<file path="src/rtl/canlp_pkg.sv">
package canlp_pkg;
  typedef enum logic [1:0] {
    LP_NORMAL  = 2'd0,
    LP_DISABLE = 2'd1,
    LP_STOP    = 2'd2
  } lp_mode_e;
endpackage

</file>
<file path="src/rtl/canlp_sync.sv">
module canlp_sync #(
  parameter int STAGES = 2
) (
  input  logic clk,
  input  logic rst,
  input  logic d,
  output logic q,
  output logic q_prev
);
  logic [STAGES-1:0] chain;

  always_ff @(posedge clk) begin
    if (rst) chain[0] <= 1'b1;
    else     chain[0] <= d;
  end

  generate
    for (genvar i = 1; i < STAGES; i++) begin : g_stage
      always_ff @(posedge clk) begin
        if (rst) chain[i] <= 1'b1;
        else     chain[i] <= chain[i-1];
      end
    end
  endgenerate

  always_ff @(posedge clk) begin
    if (rst) q_prev <= 1'b1;
    else     q_prev <= chain[STAGES-1];
  end

  assign q = chain[STAGES-1];
endmodule

</file>
<file path="src/rtl/canlp_mode_fsm.sv">
module canlp_mode_fsm
  import canlp_pkg::*;
(
  input  logic     clk,
  input  logic     rst,
  input  logic     req_disable,
  input  logic     req_stop,
  input  logic     busy,
  output lp_mode_e mode,
  output logic     lp_ack,
  output logic     stop_entry
);
  lp_mode_e nxt;

  always_comb begin
    nxt = mode;
    unique case (mode)
      LP_NORMAL: begin
        if (req_disable && !busy)   nxt = LP_DISABLE;
        else if (req_stop && !busy) nxt = LP_STOP;
      end
      LP_DISABLE: if (!req_disable) nxt = LP_NORMAL;
      LP_STOP:    if (!req_stop)    nxt = LP_NORMAL;
      default:    nxt = LP_NORMAL;
    endcase
  end

  assign stop_entry = (mode == LP_NORMAL) && (nxt == LP_STOP);

  always_ff @(posedge clk) begin
    if (rst) begin
      mode   <= LP_NORMAL;
      lp_ack <= 1'b0;
    end else begin
      mode   <= nxt;
      lp_ack <= (nxt != LP_NORMAL);
    end
  end
endmodule

</file>
<file path="src/rtl/canlp_wake.sv">
module canlp_wake
  import canlp_pkg::*;
(
  input  logic     clk,
  input  logic     rst,
  input  logic     cfg_we,
  input  logic     cfg_selfwake,
  input  logic     cfg_irq_en,
  input  logic     irq_clr,
  input  lp_mode_e mode,
  input  logic     stop_entry,
  input  logic     rx_now,
  input  logic     rx_prev,
  output logic     wake_irq
);
  logic selfwake_q;
  logic irq_en_q;
  logic armed_q;
  logic fall_seen;

  always_ff @(posedge clk) begin
    if (rst) begin
      selfwake_q <= 1'b0;
      irq_en_q   <= 1'b0;
    end else if (cfg_we) begin
      irq_en_q <= cfg_irq_en;
      if (mode != LP_STOP) selfwake_q <= cfg_selfwake;
    end
  end

  always_ff @(posedge clk) begin
    if (rst)                  armed_q <= 1'b0;
    else if (stop_entry)      armed_q <= selfwake_q;
    else if (mode != LP_STOP) armed_q <= 1'b0;
  end

  assign fall_seen = (mode == LP_STOP) && armed_q && rx_prev && !rx_now;

  always_ff @(posedge clk) begin
    if (rst)                        wake_irq <= 1'b0;
    else if (fall_seen && irq_en_q) wake_irq <= 1'b1;
    else if (irq_clr)               wake_irq <= 1'b0;
  end
endmodule

</file>
<file path="src/rtl/canlp_ctrl.sv">
module canlp_ctrl
  import canlp_pkg::*;
#(
  parameter int SYNC_STAGES = 2
) (
  input  logic       clk,
  input  logic       rst,
  input  logic       req_disable,
  input  logic       req_stop,
  input  logic       tx_busy,
  input  logic       rx_busy,
  input  logic       cfg_we,
  input  logic       cfg_selfwake,
  input  logic       cfg_irq_en,
  input  logic       irq_clr,
  input  logic       bus_rx,
  output logic       lp_ack,
  output logic       wake_irq,
  output logic [1:0] lp_mode
);
  lp_mode_e mode;
  logic     stop_entry;
  logic     rx_now;
  logic     rx_prev;

  canlp_sync #(.STAGES(SYNC_STAGES)) u_sync (
    .clk    (clk),
    .rst    (rst),
    .d      (bus_rx),
    .q      (rx_now),
    .q_prev (rx_prev)
  );

  canlp_mode_fsm u_fsm (
    .clk         (clk),
    .rst         (rst),
    .req_disable (req_disable),
    .req_stop    (req_stop),
    .busy        (tx_busy | rx_busy),
    .mode        (mode),
    .lp_ack      (lp_ack),
    .stop_entry  (stop_entry)
  );

  canlp_wake u_wake (
    .clk          (clk),
    .rst          (rst),
    .cfg_we       (cfg_we),
    .cfg_selfwake (cfg_selfwake),
    .cfg_irq_en   (cfg_irq_en),
    .irq_clr      (irq_clr),
    .mode         (mode),
    .stop_entry   (stop_entry),
    .rx_now       (rx_now),
    .rx_prev      (rx_prev),
    .wake_irq     (wake_irq)
  );

  assign lp_mode = mode;
endmodule

</file>
<file path="config.mk">
export PLATFORM = sky130hd
export DESIGN_NAME = canlp_ctrl
export DESIGN_NICKNAME = d
export VERILOG_FILES = /design/src/rtl/canlp_pkg.sv /design/src/rtl/canlp_sync.sv /design/src/rtl/canlp_mode_fsm.sv /design/src/rtl/canlp_wake.sv /design/src/rtl/canlp_ctrl.sv
export SDC_FILE = /design/constraint.sdc
export NUM_CORES = 1
export LEC_CHECK = 0
export BUFFER_PORTS_ARGS = -buffer_cell sky130_fd_sc_hd__buf_4
export CAP_MARGIN = 10
export CORE_AREA = 2 2 39 41
export DETAILED_ROUTE_END_ITERATION = 10
export DIE_AREA = 0 0 41 43
export GPL_TIMING_DRIVEN = 0
export PLACE_DENSITY = 0.49
export SETUP_SLACK_MARGIN = 0.3
export SLEW_MARGIN = 15
export SYNTH_ARGS = -nofsm -noshare
export SYNTH_HDL_FRONTEND = slang
export SYNTH_SLANG_ARGS = --single-unit
</file>
<file path="constraint.sdc">
create_clock -name clk -period 0.8 [get_ports clk]
set_input_delay 0.08 -clock clk [delete_from_list [all_inputs] [get_ports clk]]
set_output_delay 0.08 -clock clk [all_outputs]
set_load 0.01 [all_outputs]
</file>
## Word level (Yosys, flattened, before mapping)

Cells that the tools add are included.

| word-level totals | value |
|---|---|
| logic and storage cells | 37 |
| flip-flop bits (word level) | 10 |
| output and inout port bits | 4 |

| operators by class | value |
|---|---|
| reductions and logical operators | 14 |
| mux-type cells | 9 |
| equal/unequal tests | 4 |
| bitwise operators | 1 |

Operators with widths:

| operator | number |
|---|---|
| 2-to-1 mux 2 bit | 4 |
| logical AND 1 bit | 7 |
| one-hot mux 2 bit (3 select lines) | 1 |
| nonzero test 2 bit | 3 |
| equality test 2 bit (second input constant) | 2 |
| 2-to-1 mux 1 bit | 4 |
| equality test 2 x 1 -> 1 bit (second input constant) | 1 |
| logical NOT 1 bit | 2 |
| logical NOT 2 bit | 1 |
| inequality test 2 bit (second input constant) | 1 |
| AND reduction 2 bit | 1 |
| bitwise OR 1 bit | 1 |

## Longest topological paths before layout

Gate-level depths: netlist (run 1).

| logic depth | value |
|---|---|
| word-level depth | 9 |
| depth in mapped cells | 4 |
| mapped depth without buffers | 3 |

## Modules after synthesis

Synthesis (run 1) repeated with hierarchy kept, for this count alone.

| unflattened totals | value |
|---|---|
| cell total of the unflattened synthesis | 39 |
| area total of the unflattened synthesis | 387.9 um^2 |

Modules (own cells, without submodules):

| module | cells an instance | instances | area each (um^2) |
|---|---|---|---|
| canlp_wake | 18 | 1 | 175.2 |
| canlp_mode_fsm | 14 | 1 | 127.6 |
| canlp_sync | 6 | 1 | 78.8 |
| canlp_ctrl | 1 | 1 | 6.3 |

## Least setup slack after synthesis (run 1)

OpenSTA, ideal clock, no wires.

| timing | value |
|---|---|
| kind | reg2reg |
| start | reg u_fsm.mode[1] |
| end | reg u_wake.selfwake_q |
| cell stages (with the launch flop) | 4 |
| path slack | -0.106 ns |
| clock period less this slack | 0.906 ns |
| arrival time | 0.837 ns |
| setup time | 0.070 ns |
| cells stage by stage | dfxtp_1 > nand2b_1 > a21bo_2 > a21oi_1 |

| between the ends | value |
|---|---|
| cells in the longest elaborated chain, start to end | 2 |

Ends and longest elaborated chain:

| element | line | source |
|---|---|---|
| from (decl) | canlp_mode_fsm.sv:9 | `output lp_mode_e mode,` |
| from (signal assigned) | canlp_mode_fsm.sv:35 | `mode <= nxt;` |
| inequality test 2 bit | canlp_wake.sv:27 | `if (mode != LP_STOP) selfwake_q <= cfg_selfwake;` |
| AND reduction 2 bit (no line) | -- |  |
| to (signal assigned) | canlp_wake.sv:27 |  |
| to (decl) | canlp_wake.sv:16 | `logic selfwake_q;` |

Every way passes these cells.
A chain may end at the register's enable or synchronous reset.

## Final worst setup path (run 1)

| timing | value |
|---|---|
| start | reg u_fsm.mode[0] |
| end | reg u_wake.selfwake_q |

The elaborated chain is that of the path after synthesis.

==> results.md, run 1 <==
* Status: finished with violations
* Violated checks: negative setup slack
* Overflow after GRT at 0
* Worst-path maximum fanout at 5
* Seq pwr share at 0.535
* Syn Area/Cell at 9.976 um^2
* Final Cell Area at 571.8 um^2
* Number of H-tree levels at 1
* TritonRoute pass-1 iters at 3
* # fillers at 145
* Gpl congestion at 0.6694
* Crit. End Element: register
* WP data required at 990 ps
* Max incr delay on CP at 360 ps
* Chip height at 43 um
* Switching power total at 200.0 uW
* EDFF count, synth at 0
* Postcts setup bufs at 0
* Cell Rows at 14
* Slack of the critical path at -58.74 ps
* Commonest cells post-synth: dfxtp_1, nor2_1, a21oi_1
* Clk pwr share at 0.347
* Clock skew at 2.298 ps
* Post-DR vias/cell at 4.429
* Num Clock Sinks at 10
* Mapped Area at 369.1 um^2
* RSZ-0062 raised after global routing: true
* Synth Register Bits at 10
* DRC errors left at 0
* Port buffer count at 13
* Initial Util at 0.2667
* Pre-CTS setup slack at -29.93 ps
* Yosys cell types at 18
* Fmax at 1165 MHz
* Dpl cell area at 508.0 um^2
* Vias in the first global route at 265
* Area Growth Syn to Fin at 54.92%
* Overall power at 980.4 uW
* Core footprint at 1384 um^2
* Post-route ant nets at 0
* Hold Path Class: primary input to register
* Placed cells at 66
* Minimum clock period at 858.7 ps
* Max Slew Vio Count at 0
* CP Launch Type: register
* Initial antenna violation count at 0
* Hold Vio Cnt, Final at 0
* Global-route wire length before repair at 1048 um
* Max Cap Violations at 0
* Antenna cells at 0
* Layout cell share with drive strength beyond 1 at 0.5741
* Setup TNS at -134.8 ps
* WHS at 12.57 ps
* Largest net degree at the start of global routing at 11
* Post-Syn Instances at 37
* Peak VDD IR at 1.191 mV
* Logic pwr share at 0.118
* Int Power at 780.4 uW
* Ports at 15
* Critical path type: register to register
* Cts bufs inserted at 3
* Synth top area share at 0.5424
* Clk buf depth at 2
* Synth Flop Type: dfxtp_1
* Clock-pin slew on the worst setup and hold paths at 60 ps
* Iter 0 DRT Violations at 2
* Final core occ at 0.4132
* Synth top area cells: dfxtp_1, nor2_1, a21oi_1
* Via Count at 310
* Clk Latency, worst-skew pair at 250 ps
* Switching Fraction at 0.2040
* Average routed wire per standard cell at 9.414 um
* # setup viols final at 4
* CTS tree: yes
* Worst-margin pin slew at 264.3 ps
* CP arrival at 1050 ps
* Synth area leader: dfxtp_1
* Most instantiated library cell after synthesis: dfxtp_1
* Hold_buf cts at 0
* Die area at 1763 um^2
* PD cells at 1715 nW/um^2
* CTS root buf: clkbuf_4
* LEAKAGE at 0.2330 nW
* Slew HR at 0.8224
* Register area share after synthesis at 0.5424
* Wirelength, routed at 659 um
* Syn. warnings at 0
* Crit share post-route at 1.073
* Crit path cell chain: nand2b_4, a21bo_2, a21oi_2
* Synthesized Nets at 48
* Final net count at 66
* All-layer global routing usage at 0.09375
* Crit-path slowest cell: dfxtp_4
* Die X at 41 um
* Synth async-reset ratio at 0
* Non-Filler Instances at 70
* DP HPWL at 500 um
-- power groups by stage --
stage               Combinational (mW)  Clock [mW]  Sequential, mW
global route                     0.128       0.398           0.526
global placement                 0.106           0           0.535
floorplan                       0.0511           0           0.535
CTS                              0.112       0.367           0.525
detailed placement               0.106           0           0.535
finish                           0.115       0.341           0.524
-- critical path, delay by kind of cell, from the launching register on --
kind	cells	cell delay, ps
AO/OA/AOI/OAI	2	290
AND/OR/NAND/NOR	1	140
flip-flops	1	360
-- sequential cells by signal (all words and copies together), names as in the netlist --
| signal | flops |
|---|---|
| u_fsm.mode | 2 |
| u_sync.q | 1 |
| u_wake.wake_irq | 1 |
| u_sync.chain | 1 |
| u_fsm.lp_ack | 1 |
| u_wake.irq_en_q | 1 |
| u_wake.selfwake_q | 1 |
| u_sync.q_prev | 1 |
| u_wake.armed_q | 1 |
-- layout make-up --
type	count	area (um^2)	share of cell area
buffer	1	15.01	0.02626
clock buffer	4	26.28	0.04595
multi-input combinational	26	186.4	0.3260
sequential	10	211.5	0.3698
tap	16	20.02	0.03501
timing repair buffer	13	112.6	0.1969
-- path summary, 6_finish.rpt --
kind / end / slack, ps / cells after the start / startpoint
worst min register to register: u_sync.q / 420 / 1 / u_sync.chain[0]
worst min-delay path: u_fsm.lp_ack / 10 / 2 / rst
worst max register to register: u_wake.selfwake_q / -60 / 3 / u_fsm.mode[0]
worst max-delay path: u_wake.selfwake_q / -60 / 3 / u_fsm.mode[0]
-- placed cells by master (no fill, tap or decap), types with 2 or more instances in the layout --
cell      instances
dfxtp_1           5
a21oi_1           2
nor2_1            5
dfxtp_2           3
dfxtp_4           2
clkbuf_4          3
or2_4             3
buf_4             9
buf_6             4
nand2_1           2
o21ai_1           2
-- per-layer routing --
metal | vias to the layer above | track usage | share of wire
met2 | 10 | 0.1125 | 0.45
li1 | 158 | - | -
met3 | 0 | 0.07853 | 0.093
met1 | 142 | 0.1173 | 0.46
met4 | 0 | 0.04000 | 0
met5 | - | 0 | 0
-- cell families (layout without fill, tap and decap cells) --
kind of cell / count (synthesis) / in the layout / share of synthesized area
muxes: 1 / 1 / 0.02712
and+or+nand+nor: 18 / 18 / 0.2712
buffers and inverters: 1 / 18 / 0.03051
AOI/OAI and AO/OA: 7 / 7 / 0.1288
DFF: 10 / 10 / 0.5424
-- repair_timing --
item,CTS,global route
hold endpoints to repair,0,0
pin swaps,1,3
endpoints found under the setup margin,13,13
gates resized for setup,8,5
No activity file was read; power rests on OpenSTA's default activity.
==> inputs of run 2 (changes only) <==
ABC_AREA = 1   (was default)
CELL_PAD_IN_SITES_DETAIL_PLACEMENT = 1   (was default)
CELL_PAD_IN_SITES_GLOBAL_PLACEMENT = 1   (was default)
CORE_AREA = default   (was 2 2 39 41)
CORE_MARGIN = 2   (was default)
CORE_UTILIZATION = 27   (was default)
DIE_AREA = default   (was 0 0 41 43)
PLACE_DENSITY = default   (was 0.49)
PLACE_DENSITY_LB_ADDON = 0.05   (was default)
==> results.md, run 2 <==
* Status: finished with violations
* Violated checks: negative setup slack
* Top reg by flops: u_fsm.mode
* Commonest non-fill, non-tap cell in the layout: buf_4
* WP data required at 720 ps (-270 ps)
* Register area share after synthesis at 0.5281 (-0.01432)
* Cell Rows at 13 (-1)
* Final net count at 77 (+17%)
* Overflow after GRT at 0 (unchanged)
* Max Cap Violations at 0 (unchanged)
* Overall power at 989.1 uW (+0.89%)
* Critical path type: register to primary output
* Clk Latency, worst-skew pair at 260 ps (about the same)
* Post-DR vias/cell at 4.519 (+2.0%)
* Clock skew at 1.446 ps (-0.8516 ps)
* Max Slew Vio Count at 0 (unchanged)
* Global-route wire length before repair at 1428 um (+36%)
* Crit share post-route at 1.052 (-0.02179)
* Clock-pin slew on the worst setup and hold paths at 60 ps (about the same)
* Post-Syn Instances at 47 (+27%)
* DRC errors left at 0 (unchanged)
* CP arrival at 760 ps (-290 ps)
* Commonest non-fill, non-tap cells in the layout: buf_4, nand2_1, dfxtp_2, dfxtp_1
* Die area at 1720 um^2 (-2.5%)
* Critical path buffer and inverter count at 1 (+1)
* Initial antenna violation count at 0 (unchanged)
* Syn. warnings at 0 (unchanged)
* Synth area leader: dfxtp_1
* EDFF count, synth at 0 (unchanged)
* Clk buf depth at 2 (unchanged)
* Slew HR at 0.9099 (+0.08745)
* Crit path cell chain: buf_4
* Peak VDD IR at 0.7306 mV (-39%)
* Cts bufs inserted at 3 (unchanged)
* Family with the most delay on the worst path: flip-flops
* DP HPWL at 649.1 um (+30%)
* Setup TNS at -117.4 ps (+17.42 ps)
* Number of H-tree levels at 1 (unchanged)
* Worst-path maximum fanout at 3 (-2)
* Post-route ant nets at 0 (unchanged)
* Hold Vio Cnt, Final at 0 (unchanged)
* CTS tree: yes
* Largest net degree at the start of global routing at 7 (-4)
* Synth Register Bits at 10 (unchanged)
* CP Launch Type: register
* # setup viols final at 6 (+2)
* Iter 0 DRT Violations at 10 (+8)
* Port buffer count at 14 (+1)
* Synth Flop Type: dfxtp_1
* Area Growth Syn to Fin at 57.10%
* Worst-margin pin slew at 135.2 ps (-129.2 ps)
* Via Count at 357 (+15%)
* LEAKAGE at 0.2506 nW (+7.5%)
* Mapped Area at 379.1 um^2 (+2.7%)
* All-layer global routing usage at 0.1184 (+0.02469)
* Initial Util at 0.2913 (+0.02462)
* PD cells at 1661 nW/um^2 (-3.1%)
* Average routed wire per standard cell at 10.78 um (+15%)
* Fmax at 1189 MHz (+2.1%)
* Synth async-reset ratio at 0 (unchanged)
* Yosys cell types at 14 (-4)
* Minimum clock period at 841.3 ps (-17.43 ps)
* Syn Area/Cell at 8.066 um^2 (-19%)
* RSZ-0062 raised after global routing: true
* Synth top area share at 0.5281 (-0.01432)
* Gpl congestion at 0.6370 (-4.8%)
* Max incr delay on CP at 360 ps (about the same)
* Antenna cells at 0 (unchanged)
* Max FFs per register at 2 (unchanged)
* TritonRoute pass-1 iters at 4 (+1)
* CTS root buf: clkbuf_4
* Crit-path slowest cell: dfxtp_4
* Synthesized Nets at 58 (+21%)
* Ports at 15 (unchanged)
* Hold Path Class: primary input to register
* Slack of the critical path at -41.31 ps (+17.43 ps)
* Synth top area cells: dfxtp_1, nand2_1, nand3_1
* Wirelength, routed at 852 um (+29%)
* Vias in the first global route at 338 (+28%)
* Commonest cells post-synth: dfxtp_1, nand2_1, inv_1, nand3_1
* Die X at 41.47 um (+1.1%)
* Crit. End Element: primary output
* Num Clock Sinks at 10 (unchanged)
* Layout cell share with drive strength beyond 1 at 0.6406 (+0.06655)
* Core footprint at 1301 um^2 (-6.0%)
* Chip height at 41.47 um (-3.6%)
-- run 2: cell count changes in the layout (fill, tap and decap cells not counted), moves of 2 or more --
cell     change
nor2_2       +2
or2_4        -2
nor2_4       +2
nor2_1       -4
a21oi_2      +2
o21ai_2      +3
inv_2        +2
buf_4        +2
nand3_1      +2
inv_1        +3
nand2_1      +7
-- run 2: kinds of logic after synthesis --
family / synth area share
AO/OA/AOI/OAI: 0.1155
buffers and inverters: 0.05940
flip-flops: 0.5280
AND/OR/NAND/NOR: 0.2970
-- run 2: final cells by class --
class                      count  area, um^2
sequential                    10       212.7
timing repair buffer          14       116.4
multi-input combinational     31       200.2
inverter                       6       25.02
clock buffer                   3       22.52
fill                         154       705.7
tap                           15       18.77
-- run 2: metrics by stage --
step             util  cells  hold slack [ps]  setup slack (ps)  instance area (um^2)
2_1_floorplan       -     47            149.1             26.83                 384.1
6_report       0.4577     79            1.827            -41.31                 595.6
4_1_cts        0.4308     79           -5.945            -29.14                 560.5
3_3_place_gp   0.3904     76            265.4            -15.13                 508.0
5_1_grt        0.4577     79           -17.08            -102.5                 595.6
3_5_place_dp   0.3904     76            268.0            -28.09                 508.0
-- run 2: power breakdown --
group	total [mW]	leakage (nW)	switching, mW	internal, mW
clock network	0.336	0.0138	0.162	0.173
registers	0.526	0.0843	0.0130	0.513
logic	0.127	0.153	0.0581	0.0690
-- run 2: path summary, 6_finish.rpt --
check                           slack, ps  cells after the start              end             from
worst max-delay path                  -40                      1       lp_mode[0]    u_fsm.mode[0]
worst min-delay path                    2                      2  u_sync.chain[0]           bus_rx
worst max register to register        -40                      5  u_wake.wake_irq    u_fsm.mode[0]
worst min register to register        430                      1         u_sync.q  u_sync.chain[0]
-- run 2: what timing repair did --
item                                    in CTS  in global routing
hold endpoints to repair                     1                  2
pin swaps                                    3                  7
endpoints found under the setup margin      13                 13
buffers inserted                             0                  0
resized for setup                            9                 13
-- run 2: metal layers --
layer | global-route usage | wire, um
met3 | 0.07826 | 66
met5 | 0 | 0
met2 | 0.1375 | 386
met4 | 0.09677 | 14
met1 | 0.1456 | 384
